[src/rtl/dmac_pkg.sv]
package dmac_pkg;
  localparam int unsigned NCH  = 4;
  localparam int unsigned CHW  = 2;
  localparam int unsigned BYTE = 8;

  typedef enum logic [2:0] {
    SEL_CMD_STAT = 3'd0,
    SEL_SWREQ    = 3'd1,
    SEL_MASK1    = 3'd2,
    SEL_MODE     = 3'd3,
    SEL_FFCLR    = 3'd4,
    SEL_MRST     = 3'd5,
    SEL_MASKCLR  = 3'd6,
    SEL_MASKALL  = 3'd7
  } reg_sel_e;

  localparam logic [7:0] CMD_ALLOWED = 8'h04;
endpackage

[src/rtl/dmac_status_reg.sv]
module dmac_status_reg
  import dmac_pkg::*;
#(
  parameter int unsigned N  = NCH,
  parameter int unsigned CW = CHW
) (
  input  logic            clk,
  input  logic            rst_n,
  input  logic [N-1:0]    hold_req,
  input  logic [N-1:0]    rel_req,
  input  logic [N-1:0]    tc_hit,
  input  logic            sw_we,
  input  logic [CW-1:0]   sw_ch,
  input  logic            sw_set,
  input  logic            rd_clear,
  input  logic            clr_all,
  output logic [2*N-1:0]  status_q
);
  logic [2*N-1:0] nxt;

  always_comb begin
    nxt = status_q;
    nxt[2*N-1:N] = (nxt[2*N-1:N] | hold_req) & ~rel_req;
    nxt[N-1:0]   = nxt[N-1:0] | tc_hit;
    if (rd_clear) nxt[N-1:0] = '0;
    if (sw_we) begin
      nxt[N + 32'(sw_ch)] = sw_set;
      nxt[sw_ch]          = 1'b0;
    end
    if (clr_all) nxt = '0;
  end

  always_ff @(posedge clk or negedge rst_n) begin
    if (!rst_n) status_q <= '0;
    else        status_q <= nxt;
  end
endmodule

[src/rtl/dmac_mask_reg.sv]
module dmac_mask_reg
  import dmac_pkg::*;
#(
  parameter int unsigned N  = NCH,
  parameter int unsigned CW = CHW
) (
  input  logic          clk,
  input  logic          rst_n,
  input  logic          one_we,
  input  logic [CW-1:0] one_ch,
  input  logic          one_set,
  input  logic          all_clr,
  input  logic          all_set,
  input  logic          all_we,
  input  logic [N-1:0]  all_data,
  output logic [N-1:0]  mask_q
);
  logic [N-1:0] nxt;

  always_comb begin
    nxt = mask_q;
    if (one_we)  nxt[one_ch] = one_set;
    if (all_clr) nxt = '0;
    if (all_we)  nxt = all_data;
    if (all_set) nxt = '1;
  end

  always_ff @(posedge clk or negedge rst_n) begin
    if (!rst_n) mask_q <= '1;
    else        mask_q <= nxt;
  end
endmodule

[src/rtl/dmac_mode_bank.sv]
module dmac_mode_bank
  import dmac_pkg::*;
#(
  parameter int unsigned N  = NCH,
  parameter int unsigned CW = CHW,
  parameter int unsigned W  = BYTE
) (
  input  logic           clk,
  input  logic           rst_n,
  input  logic           we,
  input  logic [W-1:0]   wdata,
  output logic [N*W-1:0] modes
);
  for (genvar g = 0; g < N; g++) begin : g_chan
    logic [W-1:0] mode_q;
    always_ff @(posedge clk or negedge rst_n) begin
      if (!rst_n) mode_q <= '0;
      else if (we && (wdata[CW-1:0] == CW'(g))) mode_q <= wdata;
    end
    assign modes[g*W +: W] = mode_q;
  end
endmodule

[src/rtl/dmac_regs.sv]
module dmac_regs
  import dmac_pkg::*;
#(
  parameter int unsigned N  = NCH,
  parameter int unsigned CW = CHW
) (
  input  logic           clk,
  input  logic           rst_n,
  input  logic           bus_wr,
  input  logic           bus_rd,
  input  logic [2:0]     bus_sel,
  input  logic [7:0]     bus_wdata,
  output logic [7:0]     bus_rdata,
  input  logic [N-1:0]   hold_req,
  input  logic [N-1:0]   rel_req,
  input  logic [N-1:0]   tc_hit,
  output logic [N*8-1:0] chan_mode,
  output logic           ctrl_disable,
  output logic           ff_clear,
  output logic           mst_reset,
  output logic [N-1:0]   service_ok
);
  localparam int unsigned SW = 2 * N;

  reg_sel_e     sel;
  logic         wr_stat, wr_req, wr_msk1, wr_mode, wr_ffc, wr_mrst, wr_mclr, wr_mall;
  logic [7:0]   cmd_q;
  logic [SW-1:0] status_q;
  logic [N-1:0] mask_q;
  logic         ffc_q, mrst_q;

  assign sel     = reg_sel_e'(bus_sel);
  assign wr_stat = bus_wr && sel == SEL_CMD_STAT;
  assign wr_req  = bus_wr && sel == SEL_SWREQ;
  assign wr_msk1 = bus_wr && sel == SEL_MASK1;
  assign wr_mode = bus_wr && sel == SEL_MODE;
  assign wr_ffc  = bus_wr && sel == SEL_FFCLR;
  assign wr_mrst = bus_wr && sel == SEL_MRST;
  assign wr_mclr = bus_wr && sel == SEL_MASKCLR;
  assign wr_mall = bus_wr && sel == SEL_MASKALL;

  // command: accept zero or the disable bit alone
  always_ff @(posedge clk or negedge rst_n) begin
    if (!rst_n)  cmd_q <= '0;
    else if (wr_mrst) cmd_q <= '0;
    else if (wr_stat && ((bus_wdata & ~CMD_ALLOWED) == 8'h00)) cmd_q <= bus_wdata;
  end
  assign ctrl_disable = cmd_q[2];

  // registered strobes toward the address/count register file
  always_ff @(posedge clk or negedge rst_n) begin
    if (!rst_n) begin
      ffc_q  <= 1'b0;
      mrst_q <= 1'b0;
    end else begin
      ffc_q  <= wr_ffc | wr_mrst;
      mrst_q <= wr_mrst;
    end
  end
  assign ff_clear  = ffc_q;
  assign mst_reset = mrst_q;

  dmac_status_reg #(.N(N), .CW(CW)) u_status (
    .clk      (clk),
    .rst_n    (rst_n),
    .hold_req (hold_req),
    .rel_req  (rel_req),
    .tc_hit   (tc_hit),
    .sw_we    (wr_req),
    .sw_ch    (bus_wdata[CW-1:0]),
    .sw_set   (bus_wdata[2]),
    .rd_clear (bus_rd && sel == SEL_CMD_STAT),
    .clr_all  (wr_mrst),
    .status_q (status_q)
  );

  dmac_mask_reg #(.N(N), .CW(CW)) u_mask (
    .clk      (clk),
    .rst_n    (rst_n),
    .one_we   (wr_msk1),
    .one_ch   (bus_wdata[CW-1:0]),
    .one_set  (bus_wdata[2]),
    .all_clr  (wr_mclr),
    .all_set  (wr_mrst),
    .all_we   (wr_mall),
    .all_data (bus_wdata[N-1:0]),
    .mask_q   (mask_q)
  );

  dmac_mode_bank #(.N(N), .CW(CW), .W(8)) u_modes (
    .clk   (clk),
    .rst_n (rst_n),
    .we    (wr_mode),
    .wdata (bus_wdata),
    .modes (chan_mode)
  );

  always_comb begin
    bus_rdata = '0;
    if (bus_rd) begin
      case (sel)
        SEL_CMD_STAT: bus_rdata = status_q;
        SEL_MASKALL:  bus_rdata = 8'(mask_q);
        default:      bus_rdata = '0;
      endcase
    end
  end

  assign service_ok = ~mask_q & status_q[SW-1:N];
endmodule

[config.mk]
export PLATFORM = sky130hd
export DESIGN_NAME = dmac_regs
export DESIGN_NICKNAME = d
export VERILOG_FILES = /design/src/rtl/dmac_pkg.sv /design/src/rtl/dmac_status_reg.sv /design/src/rtl/dmac_mask_reg.sv /design/src/rtl/dmac_mode_bank.sv /design/src/rtl/dmac_regs.sv
export SDC_FILE = /design/constraint.sdc
export NUM_CORES = 1
export LEC_CHECK = 0
export BUFFER_PORTS_ARGS = -buffer_cell sky130_fd_sc_hd__buf_2
export CAP_MARGIN = 20
export CORE_AREA = 2 2 71 73
export CTS_BUF_LIST = sky130_fd_sc_hd__clkbuf_8
export DETAILED_ROUTE_END_ITERATION = 10
export DIE_AREA = 0 0 73 75
export PLACE_DENSITY = 0.75
export RECOVER_POWER = 100
export SYNTH_ARGS = -nofsm -noshare
export SYNTH_HDL_FRONTEND = slang
export SYNTH_SLANG_ARGS = --single-unit
[constraint.sdc]
create_clock -name clk -period 1.4 [get_ports clk]
set_clock_uncertainty 0.1 [all_clocks]
set_input_delay 0.21 -clock clk [delete_from_list [all_inputs] [get_ports clk]]
set_output_delay 0.21 -clock clk [all_outputs]
set_load 0.005 [all_outputs]
==> results.md, run 1 <==
* Share of layout cells above drive strength 1 at 0.537
* GRT overflow at 0
* Total clock buffers created by CTS at 5
* Synthesized flop and latch total at 47
* Relative slew slack at 0.583
* First-pass GRT wire length at 8000 um
* Final worst-path cycle share at 1.02
* HP Class: input pin to flip-flop
* Worst skew pair latency at 0.29 ns
* Pleak at 1.55 nW
* Fmax at 700 MHz
* Fin worst setup slack at -0.0293 ns
* Final Wtd Congestion at 0.943
* Cell-internal power at 2.69 mW
* Post-route design area at 0.00295 sq mm
* Routed Antenna Nets at 0
* Worst Setup Path Type: flip-flop to output port
* Via count of the first global-routing pass at 1722
* Critical path arrival at 1.12 ns
* Sequential power share at 0.477
* GRT Overall Usage at 0.193
* Cell Area, Placed at 0.00276 sq mm
* Multi-input gate area at 922 sq um
* Initial Util at 0.452
* Area growth syn-to-layout at 40.2%
* Setup violations, final at 6
* Peak VDD IR at 674 uV
* Sum Neg Setup Slack at -0.121 ns
* Top Ports at 74
* Drt drc at 0
* Final hold slack at 0.0635 ns
* Vias per inst at 5.06
* Net Sw Frac at 0.237
* RSZ-0062 raised after global routing: yes
* Clk root buf: clkbuf_8
* Initial antenna violation count at 0
* Hold Vio Cnt, Final at 0
* Ys Warns at 0
* Max Slew Vio Count at 0
* Pre-CTS setup slack at -0.153 ns
* Synth cell types at 32
* Syn_nets at 208
* Syn Inst Count at 181
* Pre-antenna DRT Iters at 4
* DIE AREA at 0.00548 sq mm
* Clock group share of total power at 0.324
* Core area at 0.00466 sq mm
* Worst setup SP type: flip-flop
* Fillers at 382
* P_sw at 0.836 mW
* FF+latch area at 0.00118 sq mm
* Final Routed Wirelength at 4940 um
* Outcome: finished with violations
* Die X at 73 um
* Fin crit period at 1.43 ns
* Total power at 3.53 mW
* Critical-path maximum fanout at 3
* Clk slew on worst S/H paths at 0.08 ns
* Vias at 1727
* Sequential area share after synthesis at 0.561
* Layout net count at 313
* Cell Area, Synth at 0.00211 sq mm
* CTS sink cnt at 47
* Least-Margin Pin Slew at 0.626 ns
* Gate power share at 0.199
* Largest net degree at the start of global routing at 48
* CTS HTree Levels at 2
* Power Density at 1190 mW/mm^2
* Die Y at 75 um
* Worst Setup End Kind: output port
* Std cell rows at 25
* Max cap viols at 0
* Average size of a mapped cell at 11.6 sq um
* DR WL/cell at 14.5 um
* CTS Buffer Depth at 2
* Failing checks: setup timing
* ANT cells at 0
* DP HPWL at 3580 um
* Port Buffer Count at 73
* DR iter-0 viols at 68
* Crit path required time at 1.09 ns
* TritonCTS clock tree: done
## cell type report
class | count | area share
multi-input combinational | 126 | 0.312
tap | 54 | 0.0229
clock buffer | 5 | 0.0233
sequential | 47 | 0.400
clock inverter | 3 | 0.0216
timing repair buffer | 105 | 0.219
inverter | 1 | 0.00127
## placed cells by master (no fill, tap or decap), types with 4 or more instances in the layout
cell      netlist  final
dfrtp_1        43     43
a21oi_1         7      7
o21ai_0         6      6
or3_1           4      4
dfstp_2         4      4
and3_1          8      7
or2_2           4      4
nor2b_1        10     10
nor3_1          8      7
nor2_1         19     19
mux2_4          6      6
buf_4           0     26
clkbuf_8        0      5
mux2_2         20     20
buf_2           1     73
nand2_1         7      7
## cell families (layout without fill, tap and decap cells)
family | Yosys count | count (layout) | share of synthesized area
AO/OA/AOI/OAI | 24 | 24 | 0.0689
flip-flops | 47 | 47 | 0.561
AND/OR/NAND/NOR | 74 | 74 | 0.193
multiplexers | 28 | 28 | 0.159
buffers and inverters | 8 | 114 | 0.0184
## critical path, cell delays in order (launching register included)
cell,delay [ns]
dfstp_2,0.57
a22oi_2,0.05
nor2b_1,0.10
buf_2,0.11
## layer usage
metal / wire (um) / global-route usage / part of all wire
met1: 2160 / 0.238 / 0.44
met2: 2430 / 0.330 / 0.49
met3: 302 / 0.0602 / 0.061
met4: 48 / 0.0494 / 0.0097
met5: 0 / 0 / 0
## sequential cells by signal, summed over array words and instances (netlist names)
register               count
u_mask.mask_q              4
cmd_q                      1
u_modes.g_chan.mode_q     32
ff_clear                   1
mst_reset                  1
u_status.status_q          8
## timing repair
action	CTS	global route
setup endpoints to repair	4	9
hold buffers	1	0
hold endpoints to repair	43	0
pin swaps	3	3
resized for setup	1	4
buffers inserted	3	3
## synthesized netlist by cell type, drive strengths merged
cell      n  area, sq um
nor3      8         40.0
buf       2         16.3
nand4bb   1         11.3
a31oi     3         18.8
nand2b    2         12.5
mux2     26          315
clkbuf    5         18.8
o21ai     6         30.0
o21bai    2         15.0
or2       4         25.0
mux2i     2         20.0
inv       1         3.75
nand4b    1         15.0
a2bb2oi   1         8.76
or3       4         25.0
dfstp     4          105
nand2     7         26.3
nor2b    10         62.6
and2      3         18.8
and3      8         50.1
a22oi     4         30.0
and2b     1         7.51
and4      1         8.76
o21a      1         7.51
dfrtp    43         1080
nand4     1         6.26
a21oi     7         35.0
nor2     22         90.1
nor4      1         6.26
## final timing paths
check                                                             start                                 endpoint  slack [ns]  depth (start not counted)
max in group asynchronous                                         rst_n  u_modes.g_chan[0].mode_q[5]$_DFFE_PN0P_        0.29                          3
min in group asynchronous                                         rst_n                       ff_clear$_DFF_PN0_        0.48                          3
worst max-delay path                       u_mask.mask_q[1]$_DFFE_PN1P_                             bus_rdata[1]       -0.03                          3
worst min register to register  u_modes.g_chan[2].mode_q[1]$_DFFE_PN0P_  u_modes.g_chan[2].mode_q[1]$_DFFE_PN0P_        0.37                          1
worst max register to register             u_mask.mask_q[2]$_DFFE_PN1P_             u_mask.mask_q[2]$_DFFE_PN1P_        0.31                          4
worst min-delay path                                         rel_req[3]           u_status.status_q[7]$_DFF_PN0_        0.06                          3
## through the flow
step	instances	util
finish	341	0.634
global placement	327	0.593
detailed placement	327	0.593
CTS	339	0.629
floorplan	181	-
global route	341	0.634
## power by group through the flow
stage	Combinational [mW]	Sequential [mW]	Clock [mW]
2_1_floorplan	0.285	1.71	0
3_3_place_gp	0.649	1.70	0
3_5_place_dp	0.666	1.70	0
4_1_cts	0.693	1.68	1.17
5_1_grt	0.777	1.71	1.23
6_report	0.702	1.68	1.14
Note: power is estimated with default switching activity, not from simulation.
==> run 2: changes to the inputs <==
--- a/config.mk
+++ b/config.mk
@@ -5,6 +5,7 @@
 export SDC_FILE = /design/constraint.sdc
 export NUM_CORES = 1
 export LEC_CHECK = 0
+export ABC_AREA = 1
 export BUFFER_PORTS_ARGS = -buffer_cell sky130_fd_sc_hd__buf_2
 export CAP_MARGIN = 20
 export CORE_AREA = 2 2 71 73
==> results.md, run 2 <==
* Clk root buf: clkbuf_8
* Layout net count at 395 (+26%)
* Critical path arrival at 1.18 ns (+0.06 ns)
* CTS sink cnt at 47 (unchanged)
* CP Launch Point: u_mask.mask_q[3]$_DFFE_PN1P_
* Hold Vio Cnt, Final at 0 (unchanged)
* Cell-internal power at 2.39 mW (-11%)
* Initial antenna violation count at 0 (unchanged)
* Cell Area, Placed at 0.00263 sq mm (-4.8%)
* CP max stage cell: dfstp_2
* Least-Margin Pin Slew at 0.630 ns (+0.00401 ns)
* Pre-antenna DRT Iters at 4 (unchanged)
* Clk slew on worst S/H paths at 0.09 ns (about the same)
* Crit-path cells: nand3_2 -> o21ai_1 -> buf_2
* Max cap viols at 0 (unchanged)
* Routed Antenna Nets at 0 (unchanged)
* Ys Warns at 0 (unchanged)
* Max reg flops at 32 (unchanged)
* Syn Inst Count at 268 (+48%)
* Total power at 3.32 mW (-5.8%)
* First-pass GRT wire length at 8830 um (+10%)
* Top post-synthesis cells by area: dfrtp_1 51%, nand2_1 15%, o21ai_0 7.5%, inv_1 6.7%, nor2_1 5.3%
* Relative slew slack at 0.580 (-0.00267)
* Worst skew pair latency at 0.30 ns (about the same)
* Commonest non-fill, non-tap cell in the layout: nand2_1
* Critical-path maximum fanout at 3 (unchanged)
* Reg2reg start: u_mask.mask_q[2]$_DFFE_PN1P_
* Reg2Reg Capture Point: u_mask.mask_q[2]$_DFFE_PN1P_
* Total clock buffers created by CTS at 5 (unchanged)
* Die X at 73 um (unchanged)
* Vias at 2052 (+19%)
* Synth cell types at 17 (-47%)
* Critical Path Sink: bus_rdata[3]
* Top_reg_cell synth: dfrtp_1
* Power Density at 1170 mW/mm^2 (-1.8%)
* Largest area contributor in the netlist: dfrtp_1
* Core area at 0.00466 sq mm (unchanged)
* Sum Neg Setup Slack at -0.372 ns (-0.251 ns)
* Post-synth EDFFs at 0 (unchanged)
* Top-count cell post-synth: nand2_1
* Top cell type's share of synthesized area at 0.507 (-0.00392)
* GRT overflow at 0 (unchanged)
* Slowest stage delay, CP at 0.57 ns (about the same)
* Commonest cells after routing, fill and taps aside: 86 x nand2_1, 55 x buf_2, 43 x dfrtp_1, 38 x inv_1, 30 x o21ai_0
* Final hold slack at 0.0547 ns (-0.00882 ns)
* Final Util at 0.608 (-0.0260)
* HP Class: input pin to flip-flop
* Biggest registers after layout: u_modes.g_chan.mode_q x32, u_status.status_q x8, u_mask.mask_q x4
* Sequential power share at 0.498 (+0.021)
* Reg with most FFs: u_modes.g_chan.mode_q
* Via count of the first global-routing pass at 1868 (+8.5%)
* Outcome: finished with violations
* Largest net degree at the start of global routing at 26 (-46%)
* Port Buffer Count at 73 (unchanged)
* Area growth syn-to-layout at 33.4%
* Final Routed Wirelength at 5540 um (+12%)
* CTS Buffer Depth at 2 (unchanged)
* CTS HTree Levels at 2 (unchanged)
* Cell Area, Synth at 0.00212 sq mm (+0.77%)
* TritonCTS clock tree: done
* Initial Util at 0.455 (+0.00349)
* Peak VDD IR at 708 uV (+5.1%)
* Crit path required time at 1.09 ns (about the same)
* Average size of a mapped cell at 7.92 sq um (-32%)
* ANT cells at 0 (unchanged)
* Failing checks: setup timing
* Post-synth top cells: 86 x nand2_1, 43 x dfrtp_1, 38 x inv_1
* Worst Setup End Kind: output port
* Reg2reg setup slack at 0.30 ns (about the same)
* Worst setup SP type: flip-flop
* Synthesized flop and latch total at 47 (unchanged)
* Post-route design area at 0.00283 sq mm (-4.1%)
* Setup violations, final at 8 (+2)
* DIE AREA at 0.00548 sq mm (unchanged)
* Share of layout cells above drive strength 1 at 0.271 (-0.266)
* Sequential area share after synthesis at 0.557 (-0.00430)
* Drt drc at 0 (unchanged)
* Clock group share of total power at 0.311 (-0.013)
* Vias per inst at 4.85 (-4.2%)
* DR iter-0 viols at 66 (-2.9%)
* Net Sw Frac at 0.280 (+0.0433)
* Die Y at 75 um (unchanged)
* Fin crit period at 1.49 ns (+0.0558 ns)
* DR WL/cell at 13.1 um (-9.6%)
* Worst Setup Path Type: flip-flop to output port
* FF-to-FF path depth at 5 (+1)
* Pleak at 1.64 nW (+5.8%)
* Final worst-path cycle share at 1.06 (+0.0399)
* DP HPWL at 4110 um (+15%)
* P_sw at 0.931 mW (+11%)
* Std cell rows at 25 (unchanged)
* Fin worst setup slack at -0.0851 ns (-0.0558 ns)
* Top Ports at 74 (unchanged)
* Gate power share at 0.191 (-0.008)
* GRT Overall Usage at 0.213 (+0.0207)
* Syn_nets at 295 (+42%)
* Max Slew Vio Count at 0 (unchanged)
* Final Wtd Congestion at 0.923 (-2.1%)
* RSZ-0062 raised after global routing: yes
* Async SR Flop Fraction at 1.00 (unchanged)
* Fmax at 673 MHz (-3.8%)
[run 2: cell count changes in the layout (fill, tap and decap cells not counted), moves of 14 or more]
cell / delta
mux2_2: -20
nand2_1: +79
nand3_1: +14
buf_2: -18
o21ai_0: +24
clkbuf_1: +16
inv_1: +36
[run 2: worst max-delay path, delay by kind of cell (launching register included)]
| family | cells | cell delay, ns |
|---|---|---|
| flops | 1 | 0.57 |
| compound gates | 1 | 0.09 |
| simple gates | 1 | 0.08 |
| buf+inv | 1 | 0.13 |
[run 2: through the flow]
stage	instances	setup WS (ns)
final	423	-0.0851
after global routing	423	-0.141
after CTS	420	-0.0699
after detailed placement	404	-0.0864
after global placement	404	-0.0271
after floorplan	268	0.186
[run 2: kinds of logic (layout without fill, tap and decap cells)]
logic type / after synthesis / in the layout / share of synthesized area
flip-flops: 47 / 47 / 0.557
AO/OA/AOI/OAI: 38 / 38 / 0.0926
AND/OR/NAND/NOR: 140 / 140 / 0.270
buffers and inverters: 43 / 144 / 0.0808
[run 2: layer usage]
layer | up-vias | GRT usage | share of wire
li1 | 1031 | - | -
met1 | 952 | 0.278 | 0.44
met3 | 7 | 0.0455 | 0.051
met2 | 62 | 0.365 | 0.50
met4 | 0 | 0.0556 | 0.0098
met5 | - | 0 | 0
[run 2: what timing repair did]
item | CTS | global route
hold endpoints to repair | 43 | 0
gates resized for setup | 5 | 6
hold buffers | 1 | 0
pin swaps | 2 | 3
buffers inserted | 7 | 3
setup endpoints to repair | 4 | 9
[run 2: power groups by stage]
stage	Sequential (mW)	Combinational, mW	Clock [mW]
after floorplan	1.67	0.230	0
after global placement	1.67	0.529	0
after detailed placement	1.67	0.552	0
after CTS	1.65	0.619	1.05
after global routing	1.68	0.720	1.10
final	1.66	0.636	1.03
[run 2: area by class of cell]
type,instances,area (sq um)
Inverter,38,143
Clock buffer,5,68.8
Sequential cell,47,1180
Clock inverter,3,46.3
Tap cell,54,67.6
Timing Repair Buffer,98,533
Fill cell,444,1830
Multi-Input combinational cell,178,792
[run 2: worst min path at each step]
stage	from	to	cells past startpoint
finish	rel_req[3]	u_status.status_q[7]$_DFF_PN0_	4
global route	rel_req[3]	u_status.status_q[7]$_DFF_PN0_	4
CTS	rel_req[3]	u_status.status_q[7]$_DFF_PN0_	4
detailed placement	rst_n	u_status.status_q[6]$_DFF_PN0_	2
global placement	rst_n	u_status.status_q[6]$_DFF_PN0_	2
floorplan	rst_n	cmd_q[2]$_DFFE_PN0P_	0
